--- config.mk ---
export PLATFORM = sky130hd
export DESIGN_NAME = cam_reg_init
export DESIGN_NICKNAME = d
export VERILOG_FILES = /design/src/rtl/cin_pkg.sv /design/src/rtl/cin_sync.sv /design/src/rtl/cin_qtick.sv /design/src/rtl/cin_frame.sv /design/src/rtl/cam_reg_init.sv
export SDC_FILE = /design/constraint.sdc
export NUM_CORES = 1
export LEC_CHECK = 0
export BUFFER_PORTS_ARGS = -buffer_cell sky130_fd_sc_hd__buf_2
export CAP_MARGIN = 30
export CORE_ASPECT_RATIO = 0.75
export CORE_UTILIZATION = 30
export CTS_CLUSTER_SIZE = 8
export DETAILED_ROUTE_END_ITERATION = 8
export GPL_ROUTABILITY_DRIVEN = 1
export PLACE_DENSITY = 0.41
export SYNTH_ARGS = -nofsm -noshare
export SYNTH_HDL_FRONTEND = slang
export SYNTH_SLANG_ARGS = --single-unit
--- constraint.sdc ---
create_clock -name clk -period 2.9 [get_ports clk]
set_clock_uncertainty 0.2 [all_clocks]
set_input_delay 0.87 -clock clk [delete_from_list [all_inputs] [get_ports clk]]
set_output_delay 0.87 -clock clk [all_outputs]
set_load 0.05 [all_outputs]
--- src/rtl/cin_pkg.sv ---
`timescale 1ns/1ps
package cin_pkg;

  typedef enum logic [1:0] {F_IDLE, F_START, F_BITS, F_STOP} frame_st_t;

  typedef enum logic [2:0] {Q_WAIT, Q_CAMRST, Q_LAUNCH, Q_RUN, Q_DONE, Q_ERR} seq_st_t;

  localparam int unsigned N_ENTRIES   = 3;
  localparam int unsigned BYTES_PER_TX = 3;

  // {register address, data} for table entry i
  function automatic logic [15:0] init_entry(input int unsigned i);
    case (i)
      0:       init_entry = 16'h1500;
      1:       init_entry = 16'h1741;
      default: init_entry = 16'h3A16;
    endcase
  endfunction

endpackage

--- src/rtl/cin_sync.sv ---
`timescale 1ns/1ps
module cin_sync #(
  parameter int unsigned STAGES  = 2,
  parameter logic        RST_VAL = 1'b0
) (
  input  logic clk,
  input  logic rst,
  input  logic d_i,
  output logic q_o
);
  logic [STAGES-1:0] chain_q;

  always_ff @(posedge clk) begin
    if (rst) chain_q <= {STAGES{RST_VAL}};
    else     chain_q <= {chain_q[STAGES-2:0], d_i};
  end

  assign q_o = chain_q[STAGES-1];
endmodule

--- src/rtl/cin_qtick.sv ---
`timescale 1ns/1ps
module cin_qtick #(
  parameter int unsigned DIV = 250
) (
  input  logic clk,
  input  logic rst,
  input  logic en_i,
  output logic tick_o
);
  localparam int unsigned CW = (DIV > 1) ? $clog2(DIV) : 1;
  localparam logic [CW-1:0] LAST = CW'(DIV - 1);

  logic [CW-1:0] cnt_q;

  always_ff @(posedge clk) begin
    tick_o <= 1'b0;
    if (rst || !en_i) begin
      cnt_q <= '0;
    end else if (cnt_q == LAST) begin
      cnt_q  <= '0;
      tick_o <= 1'b1;
    end else begin
      cnt_q <= cnt_q + 1'b1;
    end
  end

  // quarter ticks are never back to back
  assert_tick_gap_R9: assert property (@(posedge clk) disable iff (rst)
    tick_o |=> !tick_o);
endmodule

--- src/rtl/cin_frame.sv ---
`timescale 1ns/1ps
module cin_frame
  import cin_pkg::*;
(
  input  logic       clk,
  input  logic       rst,
  input  logic       tick_i,
  input  logic       go_i,
  input  logic [7:0] dev_byte_i,
  input  logic [7:0] reg_byte_i,
  input  logic [7:0] dat_byte_i,
  input  logic       sda_i,
  output logic       active_o,
  output logic       scl_o,
  output logic       sda_oe_o,
  output logic       fin_o,
  output logic       fin_nack_o
);
  localparam logic [3:0] ACK_POS   = 4'd8;
  localparam logic [1:0] LAST_BYTE = 2'(BYTES_PER_TX - 1);

  frame_st_t  st_q;
  logic [1:0] phase_q;
  logic [3:0] bit_q;
  logic [1:0] byte_q;
  logic [7:0] sr_q;
  logic [7:0] bytes_q [BYTES_PER_TX];
  logic       scl_q, oe_q, nack_q;

  always_ff @(posedge clk) begin
    fin_o <= 1'b0;
    if (rst) begin
      st_q    <= F_IDLE;
      phase_q <= '0;
      bit_q   <= '0;
      byte_q  <= '0;
      sr_q    <= '0;
      scl_q   <= 1'b1;
      oe_q    <= 1'b0;
      nack_q  <= 1'b0;
      for (int i = 0; i < BYTES_PER_TX; i++) bytes_q[i] <= '0;
    end else if (st_q == F_IDLE) begin
      if (go_i) begin
        st_q       <= F_START;
        phase_q    <= '0;
        bytes_q[0] <= dev_byte_i;
        bytes_q[1] <= reg_byte_i;
        bytes_q[2] <= dat_byte_i;
        sr_q       <= dev_byte_i;
        nack_q     <= 1'b0;
      end
    end else if (tick_i) begin
      phase_q <= phase_q + 2'd1;
      case (st_q)
        F_START: begin
          case (phase_q)
            2'd0: oe_q  <= 1'b1;           // SDA falls, SCL high
            2'd2: scl_q <= 1'b0;           // then SCL falls
            2'd3: begin
              st_q   <= F_BITS;
              bit_q  <= '0;
              byte_q <= '0;
            end
            default: ;
          endcase
        end
        F_BITS: begin
          case (phase_q)
            2'd0: oe_q  <= (bit_q == ACK_POS) ? 1'b0 : ~sr_q[7];
            2'd1: scl_q <= 1'b1;
            2'd3: begin
              scl_q <= 1'b0;
              if (bit_q == ACK_POS) begin
                bit_q <= '0;
                if (sda_i || byte_q == LAST_BYTE) begin
                  st_q   <= F_STOP;
                  nack_q <= sda_i;
                end else begin
                  byte_q <= byte_q + 2'd1;
                  sr_q   <= bytes_q[byte_q + 2'd1];
                end
              end else begin
                bit_q <= bit_q + 4'd1;
                sr_q  <= {sr_q[6:0], 1'b0};
              end
            end
            default: ;
          endcase
        end
        F_STOP: begin
          case (phase_q)
            2'd0: oe_q  <= 1'b1;           // SDA low while SCL low
            2'd1: scl_q <= 1'b1;           // SCL rises first
            2'd2: oe_q  <= 1'b0;           // then SDA rises
            2'd3: begin
              st_q  <= F_IDLE;
              fin_o <= 1'b1;
            end
            default: ;
          endcase
        end
        default: st_q <= F_IDLE;
      endcase
    end
  end

  assign active_o   = (st_q != F_IDLE);
  assign scl_o      = scl_q;
  assign sda_oe_o   = oe_q;
  assign fin_nack_o = nack_q;

  // data held while SCL high within a bit
  assert_sda_stable_R6: assert property (@(posedge clk) disable iff (rst)
    (st_q == F_BITS && $past(st_q) == F_BITS && scl_q && $past(scl_q)) |-> $stable(oe_q));

  // acknowledge slot: master lets go of SDA
  assert_ack_release_R4: assert property (@(posedge clk) disable iff (rst)
    (st_q == F_BITS && bit_q == ACK_POS && phase_q != 2'd0) |-> !oe_q);

  // idle bus is released
  assert_idle_bus_R1: assert property (@(posedge clk) disable iff (rst)
    (st_q == F_IDLE && $past(st_q) == F_IDLE) |-> (scl_q && !oe_q));
endmodule

--- src/rtl/cam_reg_init.sv ---
`timescale 1ns/1ps
module cam_reg_init
  import cin_pkg::*;
#(
  parameter int unsigned QTR_DIV     = 250,
  parameter int unsigned CAM_RST_CYC = 1000,
  parameter logic [6:0]  DEV_ADDR    = 7'h20
) (
  input  logic clk,
  input  logic rst,
  input  logic ext_rst_i,
  input  logic sda_i,
  output logic scl_o,
  output logic sda_oe_o,
  output logic cam_rst_o,
  output logic busy_o,
  output logic done_o,
  output logic err_o
);
  localparam int unsigned CNTW = (CAM_RST_CYC > 1) ? $clog2(CAM_RST_CYC) : 1;
  localparam logic [CNTW-1:0] CNT_LAST = CNTW'(CAM_RST_CYC - 1);
  localparam int unsigned IDXW = $clog2(N_ENTRIES);
  localparam logic [IDXW-1:0] IDX_LAST = IDXW'(N_ENTRIES - 1);
  localparam logic [7:0] DEV_WR = {DEV_ADDR, 1'b0};

  logic ext_s, ext_prev_q, sda_s;
  logic tick, f_active, f_fin, f_nack, go_q;
  logic [15:0] entry;
  seq_st_t seq_q;
  logic [CNTW-1:0] cnt_q;
  logic [IDXW-1:0] idx_q;

  cin_sync #(.STAGES(2), .RST_VAL(1'b0)) i_ext_sync (
    .clk(clk), .rst(rst), .d_i(ext_rst_i), .q_o(ext_s));

  cin_sync #(.STAGES(2), .RST_VAL(1'b1)) i_sda_sync (
    .clk(clk), .rst(rst), .d_i(sda_i), .q_o(sda_s));

  cin_qtick #(.DIV(QTR_DIV)) i_qtick (
    .clk(clk), .rst(rst), .en_i(f_active), .tick_o(tick));

  assign entry = init_entry(int'(idx_q));

  cin_frame i_frame (
    .clk(clk), .rst(rst), .tick_i(tick), .go_i(go_q),
    .dev_byte_i(DEV_WR), .reg_byte_i(entry[15:8]), .dat_byte_i(entry[7:0]),
    .sda_i(sda_s), .active_o(f_active), .scl_o(scl_o), .sda_oe_o(sda_oe_o),
    .fin_o(f_fin), .fin_nack_o(f_nack));

  always_ff @(posedge clk) begin
    go_q <= 1'b0;
    if (rst) begin
      seq_q      <= Q_WAIT;
      ext_prev_q <= 1'b0;
      cnt_q      <= '0;
      idx_q      <= '0;
      cam_rst_o  <= 1'b1;
      busy_o     <= 1'b0;
      done_o     <= 1'b0;
      err_o      <= 1'b0;
    end else begin
      ext_prev_q <= ext_s;
      case (seq_q)
        Q_WAIT: begin
          if (ext_prev_q && !ext_s) begin
            seq_q <= Q_CAMRST;
            cnt_q <= '0;
          end
        end
        Q_CAMRST: begin
          if (cnt_q == CNT_LAST) begin
            cam_rst_o <= 1'b0;
            idx_q     <= '0;
            seq_q     <= Q_LAUNCH;
          end else begin
            cnt_q <= cnt_q + 1'b1;
          end
        end
        Q_LAUNCH: begin
          go_q   <= 1'b1;
          busy_o <= 1'b1;
          seq_q  <= Q_RUN;
        end
        Q_RUN: begin
          if (f_fin) begin
            if (f_nack) begin
              err_o  <= 1'b1;
              busy_o <= 1'b0;
              seq_q  <= Q_ERR;
            end else if (idx_q == IDX_LAST) begin
              done_o <= 1'b1;
              busy_o <= 1'b0;
              seq_q  <= Q_DONE;
            end else begin
              idx_q <= idx_q + 1'b1;
              seq_q <= Q_LAUNCH;
            end
          end
        end
        default: ;
      endcase
    end
  end

  assert_bus_quiet_R2: assert property (@(posedge clk) disable iff (rst)
    cam_rst_o |-> (scl_o && !sda_oe_o && !f_active));

  assert_no_restart_R7: assert property (@(posedge clk) disable iff (rst)
    err_o |-> (!f_active && !done_o));

  assert_done_sticky_R8: assert property (@(posedge clk) disable iff (rst)
    done_o |=> done_o);

  assert_busy_excl_R8: assert property (@(posedge clk) disable iff (rst)
    busy_o |-> !(done_o || err_o));
endmodule

; ---- Word-level counts from Yosys, hierarchy flattened
; Memory sizes are Yosys's and may differ from the RTL's.
; Index checks and enable logic that the tools add are counted.
[totals]
regBits = 56
mem_bits_rw = 24
input_bits = 4
out_inout_bits = 6
wordCells = 188
mem_count = 1
[op_classes]
addsub = 6
eq_ne = 39
n_mux = 74
bitwise_logic = 8
n_reduce_logical = 38
[memory_table]
columns = name, words, word_bits, read_ports, rd_ports_with_merged_regs, write_ports, line
row1 = i_frame.bytes_q, 3, 8, 1, 0, 3, cin_frame.sv:27  ; logic [7:0] bytes_q [BYTES_PER_TX];
[ops]
columns = op, n
row1 = two-way mux 8 bit, 10
row2 = two-way mux 2 bit, 18
row3 = one-hot mux 14 bit (2 select lines), 1
row4 = two-way mux 1 bit, 24
row5 = two-way mux 10 bit, 2
row6 = one-hot mux 10 bit (2 select lines), 1
row7 = nonzero test 2 bit, 10
row8 = "inequality test 3 x 1 -> 1 bit, second input constant", 6
row9 = AND reduction 6 bit, 3
row10 = "inequality test 2 bit, second input constant", 8
row11 = two-way mux 3 bit, 5
row12 = AND reduction 5 bit, 3
row13 = "inequality test 2 x 1 -> 1 bit, second input constant", 7
row14 = AND reduction 7 bit, 2
row15 = "== test 2 bit, second input constant", 6
row16 = two-way mux 4 bit, 3
row17 = one-hot mux 3 bit (4 select lines), 1
row18 = "adder 10 x 1 -> 10 bit, second input constant", 1
row19 = "== test 10 bit, second input constant", 1
row20 = "inequality test 3 x 2 -> 1 bit, second input constant", 3
row21 = AND reduction 3 bit, 3
row22 = "adder 8 x 1 -> 8 bit, second input constant", 1
row23 = "== test 8 bit, second input constant", 1
row24 = one-hot mux 2 bit (2 select lines), 2
row25 = 23 further kinds, 43

; ---- Logic depth before layout (Yosys ltp)
[depth]
word_depth = 8
depth_mapped = 7
ltp_nobuf = 6

; ---- Cells and area by module
; A second synthesis with hierarchy kept.
[hier_totals]
hier_cells = 426
hier_area_um2 = 4098.9
[by_module_without_submodules]
columns = mod, n_inst, cells_per_inst, area_per_inst_um2, seq_area_each_um2
row1 = cin_frame, 1, 238, 2471.1, 1161.1
row2 = cam_reg_init, 1, 135, 1114.8, 420.4
row3 = cin_qtick, 1, 45, 407.9, 180.2
row4 = cin_sync, 2, 4, 52.6, 40.0

; ---- Worst setup path before layout
; OpenSTA, ideal clock, no wires.
[synth_timing]
path_type = input-to-reg
from = in rst
to = reg cnt_q[9]
setup_ns = 0.062
arrival_time_ns = 2.200
required_ns = 2.638
slack_ns = 0.438
cell_stages = 5
path_buffers = 2
path_cell_list = clkbuf_1 or4b_1 buf_2 or4_1 nand3_1
[synth_lines]
columns = element, line
row1 = "start, declared", cam_reg_init.sv:10  ; input logic rst,
row2 = "end signal, assigned", cam_reg_init.sv:76  ; cnt_q <= cnt_q + 1'b1;
row3 = "end, declared", cam_reg_init.sv:30  ; logic [CNTW-1:0] cnt_q;

; ---- Worst setup path in the final report
[layout_timing]
from = reg i_frame.st_q[0]
to = reg i_frame.sr_q[2]
[layout_between]
elab_chain_len = 3
elab_cells_between_ends = 9
classes_between = eq/ne: 3 / mux: 1 / reduce/logical: 5
[layout_lines]
columns = element, line
row1 = "start, declared", cin_frame.sv:22  ; frame_st_t st_q;
row2 = "start signal, assigned", cin_frame.sv:33  ; st_q <= F_IDLE;
row3 = "start signal, assigned", cin_frame.sv:44  ; st_q <= F_START;
row4 = "start signal, assigned", cin_frame.sv:60  ; st_q <= F_BITS;
row5 = logical NOT 2 bit / == test 2 bit (equally long branches), "cin_frame.sv:42, cin_frame.sv:54"
row6 = "inequality test 3 x 2 -> 1 bit (no source line), or another cell as far along", -
row7 = AND reduction 5 bit (no source line), -
row8 = "end signal, assigned", cin_frame.sv:49  ; sr_q <= dev_byte_i;
row9 = "end signal, assigned", cin_frame.sv:80  ; sr_q <= bytes_q[byte_q + 2'd1];
row10 = "end signal, assigned", cin_frame.sv:84  ; sr_q <= {sr_q[6:0], 1'b0};
row11 = "end, declared", cin_frame.sv:26  ; logic [7:0] sr_q;
; Several ways; a longest one is shown, not always the timed one.
; A chain may end at the register's enable or synchronous reset.

==> impl_metrics.tcl <==
set metrics [dict create \
    arrival_ns 2.41 \
    setup_viol 0 \
    hpwl_mm 4.52 \
    grt_max_degree 28 \
    cts_buffer_depth 2 \
    hold_viol 0 \
    die_h_um 88.0 \
    cp-start-kind "register" \
    grt_pass1_vias 2226 \
    die_w_um 117 \
    muxShareOfSynthArea_pct 1.35 \
    clock_sinks 61 \
    p_per_area_nw_per_um2 605 \
    ys_warn_count 0 \
    synthXorXnorAreaFrac_pct 1.78 \
    synth_seq_cells 61 \
    seq_area_frac_synth_pct 42.9 \
    max_freq_mhz 425 \
    cts_max_level 3 \
    grt-ovfl-total 0 \
    p_leak_uw 0.00130 \
    async_flop_share_pct 0 \
    die_area_um2 10300 \
    clk_pin_slew_ns 0.05 \
    antenna_found_initial 0 \
    dp_slack_ns 0.412 \
    crit_chain "inv_1, ha_1, buf_4, nand2_1, a22o_1, or4_1, a21oi_1" \
    syn-num-nets 353 \
    cts-resized-gates 0 \
    finalWeightedCongestion 0.720 \
    num_vias 2346 \
    min_period_over_period_pct 81.2 \
    routed_wl_mm 6.56 \
    synth_ff_type "dfxtp_1" \
    post_drt_wl_per_cell_um 13.7 \
    critPathMaxFanout 14 \
    p_total_uw 2120 \
    core-area_um2 9310 \
    cts_tree "built" \
    syn_avg_cell_area_um2 8.94 \
    num_rows 30 \
    synthCells 331 \
    maxSlewHeadroom_pct 61.0 \
    fin_area_um2 3500 \
    cts_buffers 9 \
    n_fill_cell 985 \
    grt_pass1_wl_mm 11.3 \
    required_ns 2.96 \
    ioPinCount 10 \
    synth-edff-count 5 \
    ctsHoldBuffers 0 \
    start_util_pct 31.8 \
    vias_per_cell 4.92 \
    drcViolationCount 0 \
    firstDrtPassIters 4 \
    drv_cap 0 \
    cts-root-buf "clkbuf_16" \
    fin_crit_ns 2.35 \
    worstMarginPinSlew_ns 0.584 \
    synth_area_um2 2960 \
    peakVddDrop_mv 0.276 \
    antenna-diode-count 0 \
    drive_above_1_share_pct 12.3 \
    syn_to_final_growth_pct 18.2 \
    track_usage_pct 14.7 \
    nNetsFinal 366 \
    clk-insertion-delay-late_ns 0.33 \
    synth_cell_types 59 \
    layout_setup_ws_ns 0.546 \
    synth_compound_area_share_pct 17.8 \
    first_iter_violations 129 \
    ant_nets 0 \
    rsz0062_at_grt "false" \
    drv_slew 0 \
    tns_ns 0 \
    placed_area_um2 3160 \
    crit_path_top_delay_cell "or4_1" \
    synth_simple_gate_area_share_pct 24.7 \
    cts_setup_buffers 0 \
    synthAdderAreaFrac_pct 7.61 \
    critPathKind "register to register" \
    hp-class "register to register" \
    end_kind "register" \
    status "completed" \
    cpPeakStageDelay_ns 0.56 \
    synth_top_family_by_area "simple AND/OR/NAND/NOR gates" \
    port_buffers 9 \
]
==> critical path: cells and delay by family (launching register included) <==
family | cells | cell delay, ns
AND/OR/NAND/NOR | 2 | 0.73
AO/OA/AOI/OAI | 2 | 0.55
flip-flops | 1 | 0.34
buffers and inverters | 2 | 0.27
adder cells (fa/ha/maj) | 1 | 0.19
==> registers in the layout, summed over array words and instances (netlist names), 2 cells and up <==
name	cells
idx_q	2
i_sda_sync.chain_q	2
cnt_q	10
i_frame.st_q	2
i_frame.bytes_q	5
i_ext_sync.chain_q	2
i_frame.phase_q	2
i_frame.sr_q	8
i_qtick.cnt_q	8
i_frame.byte_q	2
i_frame.bit_q	4
seq_q	3
==> placed cells by master (no fill, tap or decap), types with 5 or more instances in the layout <==
master,Yosys,routed
a21o_1,5,5
a21oi_1,22,22
and3_1,8,8
buf_2,1,9
buf_4,0,9
clkbuf_16,0,9
dfxtp_1,56,56
edfxtp_1,5,5
ha_1,18,18
inv_1,12,12
nand2_1,21,21
nand2b_1,5,5
nand3_1,15,15
nor2_1,35,35
nor2b_1,9,9
nor3_1,10,10
o21ai_0,13,13
==> final timing paths <==
| path | from | to | slack, ns | depth (start not counted) |
|---|---|---|---|---|
| setup / recovery | i_frame.st_q[0]$_SDFFE_PP0P_ | i_frame.sr_q[2]$_SDFFE_PP0P_ | 0.55 | 7 |
| hold / removal | i_sda_sync.chain_q[0]$_SDFF_PP1_ | i_sda_sync.chain_q[1]$_SDFF_PP1_ | 0.21 | 1 |
| setup reg to reg | i_frame.st_q[0]$_SDFFE_PP0P_ | i_frame.sr_q[2]$_SDFFE_PP0P_ | 0.55 | 7 |
| hold reg to reg | i_sda_sync.chain_q[0]$_SDFF_PP1_ | i_sda_sync.chain_q[1]$_SDFF_PP1_ | 0.21 | 1 |
==> metrics by stage <==
step | cells | hold WS, ns | utilization, %
3_3_place_gp | 461 | 0.202 | 34.0
3_5_place_dp | 461 | 0.203 | 34.0
4_1_cts | 477 | 0.217 | 37.6
5_1_grt | 477 | 0.256 | 37.6
2_1_floorplan | 331 | 0.189 | -
6_report | 477 | 0.212 | 37.6
==> layer usage <==
| layer | vias up | GRT usage [%] | wire length, µm | part of all wire (%) |
|---|---|---|---|---|
| met3 | 6 | 5.81 | 306 | 4.7 |
| met5 | - | 0 | 0 | 0 |
| met2 | 39 | 19.6 | 2520 | 38 |
| met4 | 0 | 4.83 | 55 | 0.84 |
| met1 | 1070 | 21.2 | 3680 | 56 |
| li1 | 1231 | - | - | - |
==> cell type report <==
cell class / count / area, µm² / share of cell area [%]
Multi-Input combinational cell: 242 / 1580 / 45.0
Tap cell: 128 / 160 / 4.58
Inverter: 12 / 45.0 / 1.29
Timing Repair Buffer: 18 / 113 / 3.22
Clock buffer: 11 / 253 / 7.22
Clock inverter: 5 / 82.6 / 2.36
Sequential cell: 61 / 1270 / 36.3
==> power breakdown <==
part	switching [µW]	internal [µW]
Sequential	9.07	860
Combinational	39.3	24.0
Clock	386	800
Total	435	1680
==> synthesized netlist by cell type (4+ instances only) <==
| cell | instances | area share, % |
|---|---|---|
| nand4_1 | 4 | 0.85 |
| inv_1 | 12 | 1.5 |
| a31oi_1 | 4 | 0.85 |
| mux2i_1 | 4 | 1.4 |
| nor2_1 | 35 | 4.4 |
| dfxtp_1 | 56 | 38 |
| nand2b_1 | 5 | 1.1 |
| clkbuf_1 | 14 | 1.8 |
| nand3_1 | 15 | 2.5 |
| o21ai_0 | 13 | 2.2 |
| nor3_1 | 10 | 1.7 |
| edfxtp_1 | 5 | 5.1 |
| ha_1 | 18 | 7.6 |
| nor2b_1 | 9 | 1.9 |
| nand4b_1 | 4 | 1.2 |
| a21o_1 | 5 | 1.3 |
| nand2_1 | 21 | 2.7 |
| and3_1 | 8 | 1.7 |
| a21oi_1 | 22 | 3.7 |
| or4_1 | 4 | 1.0 |
==> kinds of logic after synthesis <==
logic type | count (synthesis)
xor+xnor | 6
simple gates | 137
mux | 4
compound gates | 77
flops | 61
buf+inv | 28
fa+ha+maj | 18
Note: power is estimated with default switching activity, not from simulation.
